==> config.mk <==
export PLATFORM = sky130hd
export DESIGN_NAME = dbdac_frontend
export DESIGN_NICKNAME = d
export VERILOG_FILES = /design/src/rtl/dbdac_pkg.sv /design/src/rtl/dbdac_bus_pull.sv /design/src/rtl/dbdac_decoder.sv /design/src/rtl/dbdac_input_stage.sv /design/src/rtl/dbdac_dac_stage.sv /design/src/rtl/dbdac_frontend.sv
export SDC_FILE = /design/constraint.sdc
export NUM_CORES = 1
export LEC_CHECK = 0
export CORE_ASPECT_RATIO = 2
export CORE_UTILIZATION = 25
export CTS_BUF_LIST = sky130_fd_sc_hd__clkbuf_2 sky130_fd_sc_hd__clkbuf_4 sky130_fd_sc_hd__clkbuf_8
export DETAILED_ROUTE_END_ITERATION = 7
export GPL_TIMING_DRIVEN = 0
export HOLD_SLACK_MARGIN = 0.15
export PLACE_DENSITY = 0.57
export SLEW_MARGIN = 10
export SYNTH_ARGS = -nofsm -noshare
export SYNTH_HDL_FRONTEND = slang
export SYNTH_SLANG_ARGS = --single-unit
==> constraint.sdc <==
create_clock -name clk -period 1.74 [get_ports clk]
set_input_delay 0.522 -clock clk [delete_from_list [all_inputs] [get_ports clk]]
set_output_delay 0.522 -clock clk [all_outputs]
set_load 0.01 [all_outputs]
==> src/rtl/dbdac_pkg.sv <==
package dbdac_pkg;

  typedef enum logic [1:0] {
    BUF_DOUBLE = 2'b00,
    BUF_SINGLE = 2'b01,
    BUF_FLOW   = 2'b10,
    BUF_RSVD   = 2'b11
  } buf_mode_e;

  // Second-stage controls are held asserted in single and flow modes.
  function automatic logic mode_holds_stage2(input buf_mode_e m);
    return (m == BUF_SINGLE) || (m == BUF_FLOW);
  endfunction

  // First-stage controls are held asserted only in flow mode.
  function automatic logic mode_holds_stage1(input buf_mode_e m);
    return (m == BUF_FLOW);
  endfunction

endpackage

==> src/rtl/dbdac_bus_pull.sv <==
module dbdac_bus_pull #(
  parameter int DATA_W = 8
) (
  input  logic [DATA_W-1:0] raw,
  input  logic [DATA_W-1:0] drv,
  output logic [DATA_W-1:0] resolved
);

  // A bit that is not driven resolves to a default-high level.
  for (genvar b = 0; b < DATA_W; b++) begin : g_bit
    assign resolved[b] = drv[b] ? raw[b] : 1'b1;
  end

endmodule

==> src/rtl/dbdac_decoder.sv <==
module dbdac_decoder #(
  parameter int NUM_CH    = 4,
  parameter int ADDR_W    = 4,
  parameter int XFER_ADDR = 15
) (
  input  logic              clk,
  input  logic              rst_n,
  input  logic [ADDR_W-1:0] bus_addr,
  input  logic              bus_wr,
  output logic [NUM_CH-1:0] cs_n,
  output logic              wr1_n,
  output logic              wr2_n,
  output logic              xfer_n
);

  localparam logic [ADDR_W-1:0] XferA = ADDR_W'(XFER_ADDR);

  for (genvar i = 0; i < NUM_CH; i++) begin : g_cs
    assign cs_n[i] = ~(bus_wr && (bus_addr == ADDR_W'(i)));
  end

  assign xfer_n = ~(bus_wr && (bus_addr == XferA));
  assign wr1_n  = ~bus_wr;
  assign wr2_n  = ~bus_wr;

  // At most one channel is selected by any write.
  assert_cs_onehot_R4: assert property (@(posedge clk) disable iff (!rst_n)
    $onehot0(~cs_n));

  // The transfer address never selects a channel.
  assert_xfer_excl_R4: assert property (@(posedge clk) disable iff (!rst_n)
    !xfer_n |-> (cs_n == '1));

  // Without a write strobe, nothing is selected.
  assert_idle_quiet_R4: assert property (@(posedge clk) disable iff (!rst_n)
    !bus_wr |-> (xfer_n && (cs_n == '1)));

endmodule

==> src/rtl/dbdac_input_stage.sv <==
module dbdac_input_stage #(
  parameter int DATA_W = 8
) (
  input  logic              clk,
  input  logic              rst_n,
  input  logic              cs_n,
  input  logic              ile,
  input  logic              wr1_n,
  input  logic [DATA_W-1:0] din,
  output logic [DATA_W-1:0] q,
  output logic              load
);

  assign load = !cs_n && ile && !wr1_n;

  always_ff @(posedge clk or negedge rst_n) begin
    if (!rst_n)    q <= '0;
    else if (load) q <= din;
  end

  assert_in_load_R2: assert property (@(posedge clk) disable iff (!rst_n)
    load |=> (q == $past(din)));

  assert_in_hold_R3: assert property (@(posedge clk) disable iff (!rst_n)
    !load |=> $stable(q));

  assert_in_reset_R1: assert property (@(posedge clk)
    (!rst_n && $past(!rst_n)) |-> (q == '0));

endmodule

==> src/rtl/dbdac_dac_stage.sv <==
module dbdac_dac_stage #(
  parameter int DATA_W = 8
) (
  input  logic              clk,
  input  logic              rst_n,
  input  logic              wr2_n,
  input  logic              xfer_n,
  input  logic [DATA_W-1:0] din,
  output logic [DATA_W-1:0] code,
  output logic              load
);

  assign load = !wr2_n && !xfer_n;

  always_ff @(posedge clk or negedge rst_n) begin
    if (!rst_n)    code <= '0;
    else if (load) code <= din;
  end

  assert_dac_follow_R5: assert property (@(posedge clk) disable iff (!rst_n)
    load |=> (code == $past(din)));

  assert_dac_hold_R6: assert property (@(posedge clk) disable iff (!rst_n)
    !load |=> $stable(code));

  assert_dac_reset_R1: assert property (@(posedge clk)
    (!rst_n && $past(!rst_n)) |-> (code == '0));

endmodule

==> src/rtl/dbdac_frontend.sv <==
module dbdac_frontend
  import dbdac_pkg::*;
#(
  parameter int NUM_CH    = 4,
  parameter int DATA_W    = 8,
  parameter int ADDR_W    = 4,
  parameter int XFER_ADDR = 15
) (
  input  logic                     clk,
  input  logic                     rst_n,
  input  logic [1:0]               buf_mode,
  input  logic [ADDR_W-1:0]        bus_addr,
  input  logic                     bus_wr,
  input  logic [DATA_W-1:0]        bus_data,
  input  logic [DATA_W-1:0]        bus_drv,
  input  logic                     ile,
  output logic [NUM_CH*DATA_W-1:0] dac_code
);

  buf_mode_e                      mode_e;
  logic                           hold1, hold2;
  logic [DATA_W-1:0]              bus_resolved;
  logic [NUM_CH-1:0]              dec_cs_n;
  logic                           dec_wr1_n, dec_wr2_n, dec_xfer_n;
  logic                           eff_ile, eff_wr1_n, eff_wr2_n, eff_xfer_n;
  logic [NUM_CH-1:0]              eff_cs_n;
  logic [NUM_CH-1:0][DATA_W-1:0]  inp_q, code_q;
  logic [NUM_CH-1:0]              inp_load, dac_load;
  logic                           xfer_evt;

  assign mode_e = buf_mode_e'(buf_mode);
  assign hold1  = mode_holds_stage1(mode_e);
  assign hold2  = mode_holds_stage2(mode_e);

  dbdac_bus_pull #(.DATA_W(DATA_W)) u_pull (
    .raw      (bus_data),
    .drv      (bus_drv),
    .resolved (bus_resolved)
  );

  dbdac_decoder #(
    .NUM_CH(NUM_CH), .ADDR_W(ADDR_W), .XFER_ADDR(XFER_ADDR)
  ) u_dec (
    .clk      (clk),
    .rst_n    (rst_n),
    .bus_addr (bus_addr),
    .bus_wr   (bus_wr),
    .cs_n     (dec_cs_n),
    .wr1_n    (dec_wr1_n),
    .wr2_n    (dec_wr2_n),
    .xfer_n   (dec_xfer_n)
  );

  // Mode overrides pin the strobes to their asserted levels.
  assign eff_cs_n   = hold1 ? '0 : dec_cs_n;
  assign eff_ile    = hold1 | ile;
  assign eff_wr1_n  = hold1 ? 1'b0 : dec_wr1_n;
  assign eff_wr2_n  = hold2 ? 1'b0 : dec_wr2_n;
  assign eff_xfer_n = hold2 ? 1'b0 : dec_xfer_n;
  assign xfer_evt   = !dec_wr2_n && !dec_xfer_n;

  for (genvar i = 0; i < NUM_CH; i++) begin : g_ch
    dbdac_input_stage #(.DATA_W(DATA_W)) u_in (
      .clk   (clk),
      .rst_n (rst_n),
      .cs_n  (eff_cs_n[i]),
      .ile   (eff_ile),
      .wr1_n (eff_wr1_n),
      .din   (bus_resolved),
      .q     (inp_q[i]),
      .load  (inp_load[i])
    );

    dbdac_dac_stage #(.DATA_W(DATA_W)) u_dac (
      .clk    (clk),
      .rst_n  (rst_n),
      .wr2_n  (eff_wr2_n),
      .xfer_n (eff_xfer_n),
      .din    (inp_q[i]),
      .code   (code_q[i]),
      .load   (dac_load[i])
    );

    assign dac_code[i*DATA_W +: DATA_W] = code_q[i];
  end

  // Counts edges since reset, saturating, so the assertions below never look back into reset.
  logic [1:0] warm_cnt;
  always_ff @(posedge clk or negedge rst_n) begin
    if (!rst_n)              warm_cnt <= '0;
    else if (warm_cnt != 2'd3) warm_cnt <= warm_cnt + 2'd1;
  end

  assert_bcast_all_R5: assert property (@(posedge clk) disable iff (!rst_n)
    (xfer_evt && !hold2) |=> (code_q == $past(inp_q)));

  assert_ile_block_R3: assert property (@(posedge clk) disable iff (!rst_n)
    (!ile && !hold1) |=> $stable(inp_q));

  assert_flow_pipe_R10: assert property (@(posedge clk) disable iff (!rst_n)
    (hold1 && $past(hold1) && $past(hold1, 2) && warm_cnt == 2'd3)
      |-> (code_q[0] == $past(bus_resolved, 2)));

  assert_load_sel_R4: assert property (@(posedge clk) disable iff (!rst_n)
    !hold1 |-> $onehot0(inp_load));

endmodule

==> results of run 1 <==
## cells by family (layout without fill, tap and decap cells)
group,count (synthesis),in the layout,share of synthesized area
muxes,64,64,0.282
and+or+nand+nor,10,10,0.0255
AOI/OAI and AO/OA,5,5,0.0416
buffers and inverters,7,89,0.0196
DFF,64,64,0.627
adders and majority gates,1,1,0.00489
## state kept, by name, summed over array words and instances, names as in the netlist
name and cells:
g_ch.u_dac.code 32, g_ch.u_in.q 32
## how the worst min path moves through the flow
stage / cells past startpoint / endpoint / slack (ns)
2_1_floorplan: 0 / g_ch[0].u_dac.code[0]$_DFFE_PN0P_ / 0.23
3_3_place_gp: 1 / g_ch[2].u_dac.code[7]$_DFFE_PN0P_ / 0.47
3_5_place_dp: 1 / g_ch[0].u_dac.code[0]$_DFFE_PN0P_ / 0.47
4_1_cts: 1 / g_ch[2].u_dac.code[6]$_DFFE_PN0P_ / 0.29
5_1_grt: 1 / g_ch[2].u_dac.code[6]$_DFFE_PN0P_ / 0.34
6_report: 1 / g_ch[3].u_dac.code[6]$_DFFE_PN0P_ / 0.27
## timing repair
action	in CTS	in global routing
endpoints found under the setup margin	96	15
gates resized for setup	54	6
pin swaps	1	0
gates cloned	2	0
buffers inserted	9	0
## layer usage
layer,GRT usage,vias to the layer above,part of all wire
li1,-,691,-
met5,0,-,0
met4,0.0798,0,0.031
met1,0.115,763,0.37
met3,0.0396,12,0.045
met2,0.200,43,0.56
## placed cells by master (no fill, tap or decap), drive strengths merged
| master | Yosys | final |
|---|---|---|
| clkdlybuf4s50 | 0 | 17 |
| clkbuf | 0 | 14 |
| dlygate4sd2 | 0 | 35 |
| dfrtp | 64 | 64 |
| clkinv | 0 | 1 |
| bufbuf | 0 | 1 |
| nor4bb | 1 | 1 |
| clkdlybuf4s15 | 0 | 3 |
| nand3 | 1 | 1 |
| a31oi | 4 | 4 |
| inv | 3 | 3 |
| buf | 4 | 15 |
| o31ai | 1 | 1 |
| mux2 | 64 | 64 |
| nand2b | 8 | 8 |
| ha | 1 | 1 |
## stage by stage
stage	cell area, um2	power, W
floorplan	2560	0.00233
global placement	3290	0.00286
detailed placement	3290	0.00288
CTS	3620	0.00395
global route	3620	0.00408
finish	3620	0.00387
## critical path, stage by stage
cell and delay, ns:
clkdlybuf4s50_1 0.40, nor4bb_4 0.15, buf_6 0.14, a31oi_4 0.20
buf_12 0.16, mux2_2 0.33
## power groups by stage
| stage | Combinational (W) | Clock [W] | Sequential [W] |
|---|---|---|---|
| after CTS | 0.000902 | 0.00114 | 0.00191 |
| after global routing | 0.000952 | 0.00119 | 0.00194 |
| after floorplan | 0.000348 | 0 | 0.00198 |
| after detailed placement | 0.000937 | 0 | 0.00194 |
| final | 0.000884 | 0.00109 | 0.00190 |
| after global placement | 0.000922 | 0 | 0.00194 |
## cell type report
cell class                 count  area, um2  area share
sequential                    64       1600       0.442
multi-input combinational     80        937       0.259
timing repair buffer          68        679       0.188
tap                          132        165      0.0456
clock buffer                  13        160      0.0442
buffer                         4       62.6      0.0173
inverter                       3       11.3     0.00311
clock inverter                 1       5.00     0.00138
==> impl_metrics.sql, run 1 <==
INSERT INTO impl_metrics (metric_group, metric, value, unit) VALUES
('outcome', 'result_of_the_run', 'finished clean', ''),
('place', 'dp_hpwl', '3.66', 'mm'),
('clocking', 'clk-insertion-delay-late', '0.33', 'ns'),
('power_and_ir_drop', 'p_sw_frac', '0.256', ''),
('synthesis', 'async_flop_share', '1.00', ''),
('synthesis', 'seq_area_frac_synth', '0.627', ''),
('synthesis', 'ys_types', '13', ''),
('floorplan', 'std_cell_rows', '51', ''),
('synthesis', 'post_synth_main_area_contributors', 'dfrtp_1 (63%), mux2_2 (26%), a31oi_4 (3.3%), mux2_1 (2.6%), nand2b_1 (2.0%)', ''),
('grt', 'maximum_number_of_pins_on_one_net_before_global_route_repair', '65', ''),
('place', 'dp.cells', '340', ''),
('clocking', 'cts_hold_buf', '0', ''),
('synthesis', 'synth_enable_flop_cells', '0', ''),
('critical_path', 'reg2reg_depth', '1', ''),
('place', 'gp_congestion', '0.686', ''),
('detailed_routing', 'detailedRoute.firstIterationViolations', '31', ''),
('critical_path', 'critical_path.max_fanout', '8', ''),
('timing', 'fmaxAchievable', '585', 'MHz'),
('power_and_ir_drop', 'power_frac_comb', '0.228', ''),
('power_and_ir_drop', 'p_sw', '0.000992', 'W'),
('critical_path', 'setup.worst_path.class', 'in -> reg', ''),
('detailed_routing', 'post_drt_via_cell_ratio', '4.13', ''),
('cells_and_area', 'finalCoreUtilization', '0.369', ''),
('floorplan', 'initial_core_util', '0.260', ''),
('cells_and_area', 'antenna_cells_inserted', '0', ''),
('synthesis', 'ys.flop_type', 'dfrtp_1', ''),
('synthesis', 'yosys.cell_count.top_type', 'dfrtp_1', ''),
('grt', 'track_usage', '0.117', ''),
('synthesis', 'synthesis.nets', '178', ''),
('critical_path', 'worst-r2r-setup-slack', '0.95', 'ns'),
('detailed_routing', 'detail_route.wirelength', '5.51', 'mm'),
('timing', 'timing_worst_slew_pin_value', '0.805', 'ns'),
('grt', 'antenna_found_initial', '0', ''),
('synthesis', 'synth_commonest_cells', 'dfrtp_1 (64), mux2_2 (58), nand2b_1 (8), mux2_1 (6), a31oi_4 (4)', ''),
('detailed_routing', 'via_count', '1509', ''),
('clocking', 'clock-root-buffer', 'clkbuf_8', ''),
('place', 'io_buffers', '57', ''),
('worst_hold_path', 'min-delay-path-class', 'in -> async', ''),
('synthesis', 'synth.avg_cell_area', '16.9', 'um2'),
('synthesis', 'post-synth-top-area-cell', 'dfrtp_1', ''),
('power_and_ir_drop', 'seq_power_share', '0.491', ''),
('timing', 'setup_viol', '0', ''),
('cells_and_area', 'design.final.nets', '257', ''),
('synthesis', 'yosys_warnings', '0', ''),
('power_and_ir_drop', 'p_per_area', '1070', 'nW/um2'),
('detailed_routing', 'drc_errors_left', '0', ''),
('floorplan', 'core_area', '9830', 'um2'),
('timing', 'unrepaired_setup_endpoints_after_global_routing', 'no', ''),
('critical_path', 'timing.critical_path.required', '1.95', 'ns'),
('timing', 'tns', '0', 'ns'),
('grt', 'first_global_vias', '1709', ''),
('critical_path', 'timing.critical_path.from_type', 'input port', ''),
('detailed_routing', 'drtAntennaViolNets', '0', ''),
('power_and_ir_drop', 'cell_internal_pwr', '0.00288', 'W'),
('critical_path', 'timing.rr.start', 'g_ch[3].u_in.q[3]$_DFFE_PN0P_', ''),
('critical_path', 'critical_path_arrival', '1.92', 'ns'),
('floorplan', 'die_h', '145', 'um'),
('grt', 'wire_length_of_the_first_global_routing_pass', '8.85', 'mm'),
('synthesis', 'post_synth_inst_count', '151', ''),
('critical_path', 'endpoint_kind', 'register', ''),
('floorplan', 'ios', '58', ''),
('detailed_routing', 'wl_per_cell', '15.1', 'um'),
('clocking', 'numCtsBuffers', '9', ''),
('floorplan', 'die_w', '73.5', 'um'),
('place', 'detailedPlace.worstSlack', '-0.677', 'ns'),
('timing', 'final.setup.worst_slack', '0.0307', 'ns'),
('cells_and_area', 'final-instance-count-excl-fill', '365', ''),
('critical_path', 'worst_setup_path_startpoint', 'ile', ''),
('power_and_ir_drop', 'clockPowerShare', '0.281', ''),
('cells_and_area', 'area_growth_syn_to_layout', '41.7', '%'),
('timing', 'final-max-slew-violation-count', '0', '');
(Power assumes the default switching activity.)
==> run 2, diff against run 1 <==
--- a/config.mk
+++ b/config.mk
@@ -6,12 +6,12 @@
 export NUM_CORES = 1
 export LEC_CHECK = 0
 export CORE_ASPECT_RATIO = 2
-export CORE_UTILIZATION = 25
+export CORE_UTILIZATION = 55
 export CTS_BUF_LIST = sky130_fd_sc_hd__clkbuf_2 sky130_fd_sc_hd__clkbuf_4 sky130_fd_sc_hd__clkbuf_8
 export DETAILED_ROUTE_END_ITERATION = 7
 export GPL_TIMING_DRIVEN = 0
 export HOLD_SLACK_MARGIN = 0.15
-export PLACE_DENSITY = 0.57
+export PLACE_DENSITY = 0.95
 export SLEW_MARGIN = 10
 export SYNTH_ARGS = -nofsm -noshare
 export SYNTH_HDL_FRONTEND = slang
==> run 2 against run 1 <==
Fmax fell by 0.51%; core utilization rose by 44 points; combinational power rose by 2.9%; sequential cell count did not move; critical path depth fell by 5; sequential share of layout area rose by 1.1 points; sequential power barely moved; clock power rose by 6%; highest routed layer unchanged.
==> impl_metrics.sql, run 2 (same netlist as run 1, synthesis figures left out) <==
INSERT INTO impl_metrics (metric_group, metric, value, unit) VALUES
('outcome', 'result_of_the_run', 'finished clean', ''),
('cells_and_area', 'antenna_cells_inserted', '0', ''),
('timing', 'final-max-slew-violation-count', '0', ''),
('power_and_ir_drop', 'seq_power_share', '0.482', ''),
('clocking', 'clock_tree.buffer_depth', '2', ''),
('worst_hold_path', 'min-delay-path-class', 'in -> async', ''),
('power_and_ir_drop', 'p_sw', '0.00105', 'W'),
('detailed_routing', 'detailedRoute.firstIterationViolations', '21', ''),
('job', 'max_cap_violations', '0', ''),
('grt', 'track_usage', '0.275', ''),
('detailed_routing', 'via_count', '1568', ''),
('floorplan', 'die_h', '98.4', 'um'),
('power_and_ir_drop', 'p_per_area', '1130', 'nW/um2'),
('grt', 'grt_use_met3', '0.0725', ''),
('clocking', 'cts.sink_count', '64', ''),
('critical_path', 'setup.worst_path.class', 'reg -> out', ''),
('power_and_ir_drop', 'peakVddDrop', '1100', 'uV'),
('clocking', 'cts_hold_buf', '0', ''),
('grt', 'grt_use_met2', '0.488', ''),
('power_and_ir_drop', 'total_power', '0.00400', 'W'),
('power_and_ir_drop', 'clockPowerShare', '0.290', ''),
('grt', 'first_global_vias', '1760', ''),
('cells_and_area', 'fill_cells', '245', ''),
('detailed_routing', 'drc_errors_left', '0', ''),
('cells_and_area', 'area_growth_syn_to_layout', '38.3', '%'),
('detailed_routing', 'wl_per_cell', '20.7', 'um'),
('cells_and_area', 'mostFrequentLayoutCell', 'dfrtp_1', ''),
('grt', 'wire_length_of_the_first_global_routing_pass', '9.32', 'mm'),
('timing', 'unrepaired_setup_endpoints_after_global_routing', 'no', ''),
('clocking', 'cts-htree-levels', '3', ''),
('critical_path', 'max_stage_delay', '0.53', 'ns'),
('place', 'dp_hpwl', '3.54', 'mm'),
('timing', 'fmaxAchievable', '582', 'MHz'),
('grt', 'maximum_number_of_pins_on_one_net_before_global_route_repair', '65', ''),
('critical_path', 'endpoint_kind', 'primary output', ''),
('grt', 'top_usage_layer', 'met2', ''),
('critical_path', 'critical_path.max_fanout', '2', ''),
('clocking', 'worst_setup_hold_path_clk_slew', '0.07', 'ns'),
('timing', 'timing_worst_slew_pin_value', '0.759', 'ns'),
('critical_path', 'critical-path-slowest-cell', 'clkdlybuf4s50_1', ''),
('clocking', 'clk-insertion-delay-late', '0.34', 'ns'),
('critical_path', 'path_depth', '1', ''),
('cells_and_area', 'final-instance-count-excl-fill', '286', ''),
('cells_and_area', 'area.sequential', '1600', 'um2'),
('cells_and_area', 'design.final.nets', '256', ''),
('floorplan', 'core_area', '4380', 'um2'),
('place', 'gp_congestion', '0.746', ''),
('floorplan', 'initial_core_util', '0.583', ''),
('cells_and_area', 'top_regs', 'g_ch.u_dac.code (32), g_ch.u_in.q (32)', ''),
('grt', 'gr-total-overflow', '0', ''),
('timing', 'relative_slew_margins', '0.494', ''),
('floorplan', 'fp.dieArea', '4940', 'um2'),
('critical_path', 'timing.critical_path.from_type', 'register', ''),
('power_and_ir_drop', 'p_sw_frac', '0.262', ''),
('timing', 'hold_viol', '0', ''),
('critical_path', 'critical_path_arrival', '1.20', 'ns'),
('detailed_routing', 'post_drt_via_cell_ratio', '5.48', ''),
('timing', 'final.period_utilization', '0.987', ''),
('power_and_ir_drop', 'power.static_leakage', '1.41', 'nW'),
('critical_path', 'timing.critical_path.required', '1.22', 'ns'),
('power_and_ir_drop', 'cell_internal_pwr', '0.00295', 'W'),
('cells_and_area', 'post-route-cell-area', '3530', 'um2'),
('floorplan', 'ios', '58', ''),
('place', 'dp.cells', '262', ''),
('critical_path', 'path_buf_inv', '1', ''),
('timing', 'setup_viol', '0', ''),
('cells_and_area', 'mostFrequentLayoutCells', 'dfrtp_1 (64), mux2_2 (57), dlygate4sd2_1 (32), clkdlybuf4s50_1 (17), clkbuf_8 (12)', ''),
('critical_path', 'worst_path_dominant_cell_family', 'buffers and inverters', ''),
('clocking', 'numCtsBuffers', '9', ''),
('cells_and_area', 'fraction_of_layout_cells_with_a_size_suffix_above_1', '0.444', ''),
('power_and_ir_drop', 'power_frac_comb', '0.228', ''),
('detailed_routing', 'drt_pre_antenna_iters', '4', ''),
('grt', 'antenna_found_initial', '0', ''),
('cells_and_area', 'multi_input_comb_area', '945', 'um2'),
('place', 'detailed_place.area', '3190', 'um2'),
('critical_path', 'ordered_cell_list_for_the_critical_path', 'clkdlybuf4s50_1', ''),
('detailed_routing', 'drtAntennaViolNets', '0', ''),
('detailed_routing', 'detail_route.wirelength', '5.93', 'mm'),
('grt', 'global_route.usage.met1', '0.288', ''),
('place', 'io_buffers', '57', ''),
('timing', 'clock-skew-final', '0.00997', 'ns'),
('floorplan', 'std_cell_rows', '34', ''),
('critical_path', 'reg2reg_depth', '1', ''),
('floorplan', 'die_w', '50.2', 'um'),
('clocking', 'clock-root-buffer', 'clkbuf_8', ''),
('timing', 'min_period', '1.72', 'ns'),
('clocking', 'tritoncts', 'built', '');
-- run 2: power groups by stage --
stage	registers (W)	clock network, W	logic [W]
5_1_grt	0.00195	0.00122	0.000970
3_5_place_dp	0.00194	0	0.000926
2_1_floorplan	0.00198	0	0.000348
6_report	0.00193	0.00116	0.000910
4_1_cts	0.00191	0.00117	0.000910
3_3_place_gp	0.00192	0	0.000896
-- run 2: final timing paths --
check,startpoint,end,slack (ns)
setup / recovery,g_ch[2].u_dac.code[7]$_DFFE_PN0P_,dac_code[23],0.02
hold / removal,rst_n,g_ch[1].u_dac.code[5]$_DFFE_PN0P_,0.25
setup reg to reg,g_ch[0].u_dac.code[0]$_DFFE_PN0P_,g_ch[0].u_dac.code[0]$_DFFE_PN0P_,0.88
hold reg to reg,g_ch[2].u_dac.code[7]$_DFFE_PN0P_,g_ch[2].u_dac.code[7]$_DFFE_PN0P_,0.49
max in group asynchronous,rst_n,g_ch[3].u_dac.code[7]$_DFFE_PN0P_,0.98
min in group clk,g_ch[2].u_dac.code[7]$_DFFE_PN0P_,g_ch[2].u_dac.code[7]$_DFFE_PN0P_,0.49
-- run 2: per-layer routing --
metal,routed length (um),vias to the layer above
met5,0,-
met4,179,0
met3,193,14
met2,3490,43
met1,2060,819
li1,-,692
-- run 2: final cells by class --
cell class	count	share of cell area
plain buffers	4	0.0159
flip-flops and latches	64	0.453
clock buffers	14	0.0510
inverters	3	0.00319
multi-input cells	80	0.267
well taps	54	0.0191
repair buffers	67	0.190
-- run 2: through the flow --
step                      worst slack (ns)  utilization  TNS, ns  hold WS [ns]
after global routing              0.000294        0.807        0         0.329
final                               0.0219        0.807        0         0.252
after floorplan                      0.121            -        0         0.226
after global placement               -1.70        0.729  -143.38         0.466
after detailed placement            -0.667        0.728   -36.80         0.482
after CTS                          0.00192        0.809        0         0.286
-- run 2: repair_timing --
item,4_1_cts,5_1_grt
setup endpoints to repair,92,8
gates resized for setup,52,10
pin swaps,3,0
cloned,1,0
setup buffers,9,0
